`config.mk`:
```
export PLATFORM = sky130hd
export DESIGN_NAME = chirp_seq_top
export DESIGN_NICKNAME = d
export VERILOG_FILES = /design/src/rtl/chirp_seq_pkg.sv /design/src/rtl/chirp_rst_sync.sv /design/src/rtl/chirp_mode_reg.sv /design/src/rtl/chirp_counter.sv /design/src/rtl/chirp_seq_fsm.sv /design/src/rtl/chirp_seq_top.sv
export SDC_FILE = /design/constraint.sdc
export NUM_CORES = 1
export LEC_CHECK = 0
export ABC_AREA = 1
export BUFFER_PORTS_ARGS = -buffer_cell sky130_fd_sc_hd__buf_2
export CORE_MARGIN = 2
export CORE_UTILIZATION = 46
export DETAILED_ROUTE_END_ITERATION = 8
export GPL_TIMING_DRIVEN = 0
export PLACE_DENSITY = 0.8
export SLEW_MARGIN = 20
export SYNTH_ARGS = -nofsm -noshare
export SYNTH_HDL_FRONTEND = slang
export SYNTH_SLANG_ARGS = --single-unit
```
`constraint.sdc`:
```
create_clock -name clk_i -period 3.3 [get_ports clk_i]
set_clock_uncertainty 0.2 [all_clocks]
set_input_delay 0.66 -clock clk_i [delete_from_list [all_inputs] [get_ports clk_i]]
set_output_delay 0.66 -clock clk_i [all_outputs]
set_load 0.01 [all_outputs]
```
`src/rtl/chirp_seq_pkg.sv`:
```
package chirp_seq_pkg;

  typedef enum logic [1:0] {
    SEQ_IDLE  = 2'd0,
    SEQ_LONG  = 2'd1,
    SEQ_SHORT = 2'd2,
    SEQ_DONE  = 2'd3
  } seq_state_e;

  typedef enum logic [1:0] {
    KIND_NONE  = 2'b00,
    KIND_LONG  = 2'b01,
    KIND_SHORT = 2'b10
  } chirp_kind_e;

  // Stored range codes; only bit 0 can differ between legal values.
  localparam logic [1:0] RANGE_NEAR = 2'b00;
  localparam logic [1:0] RANGE_FAR  = 2'b01;

endpackage

```
`src/rtl/chirp_rst_sync.sv`:
```
module chirp_rst_sync #(
  parameter int STAGES = 2
) (
  input  logic clk_i,
  input  logic rst_ni,
  output logic rst_sync_no
);
  logic [STAGES-1:0] sync_q;

  always_ff @(posedge clk_i or negedge rst_ni) begin
    if (!rst_ni) sync_q <= '0;
    else         sync_q <= {sync_q[STAGES-2:0], 1'b1};
  end

  assign rst_sync_no = sync_q[STAGES-1];
endmodule

```
`src/rtl/chirp_mode_reg.sv`:
```
module chirp_mode_reg
  import chirp_seq_pkg::*;
#(
  parameter int          OP_W     = 8,
  parameter int          DATA_W   = 8,
  parameter logic [7:0]  OP_RANGE = 8'h20
) (
  input  logic              clk_i,
  input  logic              rst_ni,
  input  logic              wr_i,
  input  logic [OP_W-1:0]   op_i,
  input  logic [DATA_W-1:0] data_i,
  output logic [1:0]        mode_o
);
  logic       wr_en;
  logic [1:0] mode_d;
  logic [1:0] mode_q;

  assign wr_en = wr_i && (op_i == OP_W'(OP_RANGE));

  // Clamp at write time: anything but the far-range code lands on near.
  always_comb begin
    if (data_i == DATA_W'(RANGE_FAR)) mode_d = RANGE_FAR;
    else                              mode_d = RANGE_NEAR;
  end

  always_ff @(posedge clk_i or negedge rst_ni) begin
    if (!rst_ni)    mode_q <= RANGE_NEAR;
    else if (wr_en) mode_q <= mode_d;
  end

  assign mode_o = mode_q;
endmodule

```
`src/rtl/chirp_counter.sv`:
```
module chirp_counter #(
  parameter int CNT_W = 4
) (
  input  logic             clk_i,
  input  logic             rst_ni,
  input  logic             clr_i,
  input  logic             inc_i,
  output logic [CNT_W-1:0] cnt_o
);
  logic             cnt_en;
  logic [CNT_W-1:0] cnt_d;
  logic [CNT_W-1:0] cnt_q;

  assign cnt_en = clr_i | inc_i;

  always_comb begin
    if (clr_i) cnt_d = '0;
    else       cnt_d = cnt_q + 1'b1;
  end

  always_ff @(posedge clk_i or negedge rst_ni) begin
    if (!rst_ni)     cnt_q <= '0;
    else if (cnt_en) cnt_q <= cnt_d;
  end

  assign cnt_o = cnt_q;
endmodule

```
`src/rtl/chirp_seq_fsm.sv`:
```
module chirp_seq_fsm
  import chirp_seq_pkg::*;
#(
  parameter int CHIRP_MAX = 8,
  parameter int CNT_W     = 4
) (
  input  logic             clk_i,
  input  logic             rst_ni,
  input  logic             start_i,
  input  logic             chirp_end_i,
  input  logic [1:0]       mode_i,
  input  logic [CNT_W-1:0] cnt_i,
  output seq_state_e       state_o,
  output logic             cnt_clr_o,
  output logic             cnt_inc_o
);
  localparam int              HALF      = CHIRP_MAX / 2;
  localparam logic [CNT_W-1:0] LAST_LONG = CNT_W'(HALF - 1);
  localparam logic [CNT_W-1:0] LAST_ALL  = CNT_W'(CHIRP_MAX - 1);

  seq_state_e state_q, state_d;
  logic       chirping;

  assign chirping  = (state_q == SEQ_LONG) || (state_q == SEQ_SHORT);
  assign cnt_inc_o = chirping && chirp_end_i;
  assign cnt_clr_o = (state_q == SEQ_IDLE) && start_i;

  always_comb begin
    state_d = state_q;
    unique case (state_q)
      SEQ_IDLE: begin
        if (start_i) state_d = (mode_i == RANGE_FAR) ? SEQ_LONG : SEQ_SHORT;
      end
      SEQ_LONG: begin
        if (chirp_end_i && cnt_i == LAST_LONG) state_d = SEQ_SHORT;
      end
      SEQ_SHORT: begin
        if (chirp_end_i && cnt_i == LAST_ALL) state_d = SEQ_DONE;
      end
      SEQ_DONE: begin
        if (!start_i) state_d = SEQ_IDLE;
      end
      default: state_d = SEQ_IDLE;
    endcase
  end

  always_ff @(posedge clk_i or negedge rst_ni) begin
    if (!rst_ni) state_q <= SEQ_IDLE;
    else         state_q <= state_d;
  end

  assign state_o = state_q;
endmodule

```
`src/rtl/chirp_seq_top.sv`:
```
module chirp_seq_top
  import chirp_seq_pkg::*;
#(
  parameter int         CHIRP_MAX = 8,
  parameter int         OP_W      = 8,
  parameter int         DATA_W    = 8,
  parameter logic [7:0] OP_RANGE  = 8'h20,
  localparam int        CNT_W     = $clog2(CHIRP_MAX + 1)
) (
  input  logic              clk_i,
  input  logic              rst_ni,
  input  logic              start_i,
  input  logic              cmd_wr_i,
  input  logic [OP_W-1:0]   cmd_op_i,
  input  logic [DATA_W-1:0] cmd_data_i,
  input  logic              chirp_end_i,
  output logic [1:0]        chirp_kind_o,
  output logic              long_active_o,
  output logic              short_active_o,
  output logic [CNT_W-1:0]  chirp_cnt_o,
  output logic              frame_done_o
);
  logic       rst_n_sync;
  logic [1:0] host_mode;
  logic       cnt_clr, cnt_inc;
  seq_state_e seq_state;

  chirp_rst_sync #(.STAGES(2)) u_rst (
    .clk_i(clk_i), .rst_ni(rst_ni), .rst_sync_no(rst_n_sync)
  );

  chirp_mode_reg #(.OP_W(OP_W), .DATA_W(DATA_W), .OP_RANGE(OP_RANGE)) u_mode (
    .clk_i(clk_i), .rst_ni(rst_n_sync), .wr_i(cmd_wr_i),
    .op_i(cmd_op_i), .data_i(cmd_data_i), .mode_o(host_mode)
  );

  chirp_counter #(.CNT_W(CNT_W)) u_cnt (
    .clk_i(clk_i), .rst_ni(rst_n_sync), .clr_i(cnt_clr),
    .inc_i(cnt_inc), .cnt_o(chirp_cnt_o)
  );

  chirp_seq_fsm #(.CHIRP_MAX(CHIRP_MAX), .CNT_W(CNT_W)) u_fsm (
    .clk_i(clk_i), .rst_ni(rst_n_sync), .start_i(start_i),
    .chirp_end_i(chirp_end_i), .mode_i(host_mode), .cnt_i(chirp_cnt_o),
    .state_o(seq_state), .cnt_clr_o(cnt_clr), .cnt_inc_o(cnt_inc)
  );

  always_comb begin
    long_active_o  = (seq_state == SEQ_LONG);
    short_active_o = (seq_state == SEQ_SHORT);
    frame_done_o   = (seq_state == SEQ_DONE);
    unique case (seq_state)
      SEQ_LONG:  chirp_kind_o = KIND_LONG;
      SEQ_SHORT: chirp_kind_o = KIND_SHORT;
      default:   chirp_kind_o = KIND_NONE;
    endcase
  end
endmodule

```
==> reports/results.txt <==
Tot Pwr: 0.0005915 W
Sum Neg Setup Slack: 0 ns
Hold WC Path Type: reg2reg
Setup CP Type: reg2out
Area after DPL: 763.2 µm²
fin nets: 143
Net Count, Synth: 107
antenna fix cells: 0
Final period util: 0.6407
hold depth: 0
first-pass GRT wire length: 1.718 mm
# Post-CTS Setup Buffers: 0
# DRC: 0
vias in the first global route: 445
total die area: 1608 µm²
CP endpoint kind: output pin
status: finished clean
Final Setup Violations: 0
Clock Sinks: 9
Final Cell Area: 809.5 µm²
area share of the largest cell type after synthesis: 0.3758
critical path launch point type: flop
Initial Util: 0.4785
RSZ-0062 raised after global routing: false
root buffer cell: clkbuf_4
worst skew pair latency: 0.24 ns
final-report hold violation count: 0
most area-consuming cells after synthesis: dfrtp_1 38%, nand2_1 14%, ha_1 10%
CTS max path bufs: 2
Max Fclk: 473.0 MHz
CP required: 2.44 ns
Inserted Clock Buffers: 3
Netlist cell types: 19
gr usage total: 0.1594
LEAKAGE: 0.4716 nW
H-Tree Depth: 1
CTS tree: built
DP HPWL: 975.1 µm
I/O pins: 30
Peak VDD IR: 343.9 µV
min Tclk post-route: 2.114 ns
clock transition at the registers of the reported paths: 0.05 ns
Detail Route Antenna Nets: 0
vias: 587
Mapped Area: 599.3 µm²
Pre-Repair DR Iteration Count: 4
core area: 1252 µm²
syn avg cell area: 7.399 µm²
std cell rows: 13
max cap viols: 0
die width: 40.10 µm
synthesis-stage register bit count: 9
cells after synthesis: 81
routability cong.: 0.6878
Seq/Total Area, Yosys: 0.3758
layout cells sized above 1: 0.3276
antenna violations before repair: 0
Synthesis Warnings: 0
largest net degree at the start of global routing: 8
Crit Path Max Fanout: 4
Final Hold Slack: 0.1546 ns
vias per cell: 4.481
Slew Limit Fails: 0
port buffer count: 29
cell taking the most area after synthesis: dfrtp_1
WP data arrival: 1.25 ns
DIE HEIGHT: 40.10 µm
Pwr Density: 730.7 nW/µm²
Congestion Overflow GR: 0
DR WL/cell: 8.519 µm
WL final: 1.116 mm
Area Overhead vs Synth: 35.07%
DRT iter0 DRCs: 7
R2R depth: 6
cell type report:
cell class / count / area [µm²]
buffer: 2 / 15.01
clock buffer: 4 / 26.28
fill: 107 / 442.9
inverter: 11 / 41.29
multi-input combinational: 59 / 317.8
sequential: 9 / 225.2
tap: 15 / 18.77
timing repair buffer: 31 / 165.2
cells in the final DEF (no fill, tap or decap), types with 2 or more instances in the layout:
cell type / count
nand3_1: 6
buf_2: 29
nand2_1: 22
inv_1: 10
nor2_1: 10
buf_4: 2
ha_1: 5
xnor2_1: 2
clkbuf_4: 3
nand2_2: 2
dlygate4sd3_1: 2
o21ai_1: 2
nand4_1: 3
dfrtp_1: 9
critical path, cell delays in order (launching register included):
cell and delay (ns):
dfrtp_1 0.41, inv_1 0.09, ha_1 0.24, buf_4 0.14, buf_2 0.12
kinds of logic (layout without fill, tap and decap cells):
kind of cell / after synthesis / count (layout) / share of synthesized area
compound gates: 4 / 4 / 0.03339
xor+xnor: 2 / 2 / 0.02923
fa+ha+maj: 5 / 5 / 0.1044
buf+inv: 13 / 48 / 0.09394
flops: 9 / 9 / 0.3758
mux: 1 / 1 / 0.01670
other cells: 1 / 1 / 0.006257
simple gates: 46 / 46 / 0.3403
worst paths after layout:
| kind | startpoint | slack (ns) | end |
|---|---|---|---|
| setup reg to reg | u_fsm.state_o[0] | 1.74 | u_fsm.state_o[1] |
| min in group asynchronous | u_rst.sync_q[1] | 0.44 | u_fsm.state_o[0] |
| setup / recovery | u_fsm.state_o[0] | 1.19 | chirp_kind_o[1] |
| hold / removal | u_rst.sync_q[0] | 0.15 | u_rst.sync_q[1] |
| max in group asynchronous | u_rst.sync_q[1] | 2.24 | u_cnt.cnt_o[1] |
| hold reg to reg | u_rst.sync_q[0] | 0.15 | u_rst.sync_q[1] |
synth_stat cells:
cell type  instances
nand4_1            3
nand2_2            2
o21ai_1            2
buf_4              2
nand3_1            6
xnor2_1            2
nand3_2            1
inv_1             10
o21ai_0            1
nand2_1           22
a21oi_1            1
mux2i_1            1
ha_1               5
nor3_1             1
nand3b_1           1
conb_1             1
nor2_1            10
inv_2              1
dfrtp_1            9
what timing repair did:
action | in CTS | in global routing
gates resized for setup | 0 | 0
hold buffers | 2 | 0
hold endpoints to repair | 9 | 0
power breakdown:
part	leakage [nW]	switching, W	internal, W
logic	0.342	0.000180	0.000146
registers	0.115	0.0000433	0.000146
clock network	0.0150	0.0000307	0.0000461
metrics by stage:
step,setup slack [ns],util,std cells
5_1_grt,1.089,0.6464,131
6_report,1.186,0.6464,131
4_1_cts,1.167,0.6464,131
3_3_place_gp,1.484,0.6094,125
3_5_place_dp,1.441,0.6094,125
2_1_floorplan,1.568,-,81
per-layer routing:
metal,up-vias,share of wire,GRT usage
met4,0,0,0.05172
met5,-,0,0
met3,0,0.048,0.03333
met1,245,0.49,0.2175
met2,16,0.46,0.2500
li1,326,-,-
flip-flops by register name (all words and copies together) (netlist names):
| name | cells |
|---|---|
| u_cnt.cnt_o | 4 |
| u_fsm.state_o | 2 |
| u_rst.sync_q | 2 |
| u_mode.mode_o | 1 |
(Power assumes the default switching activity.)
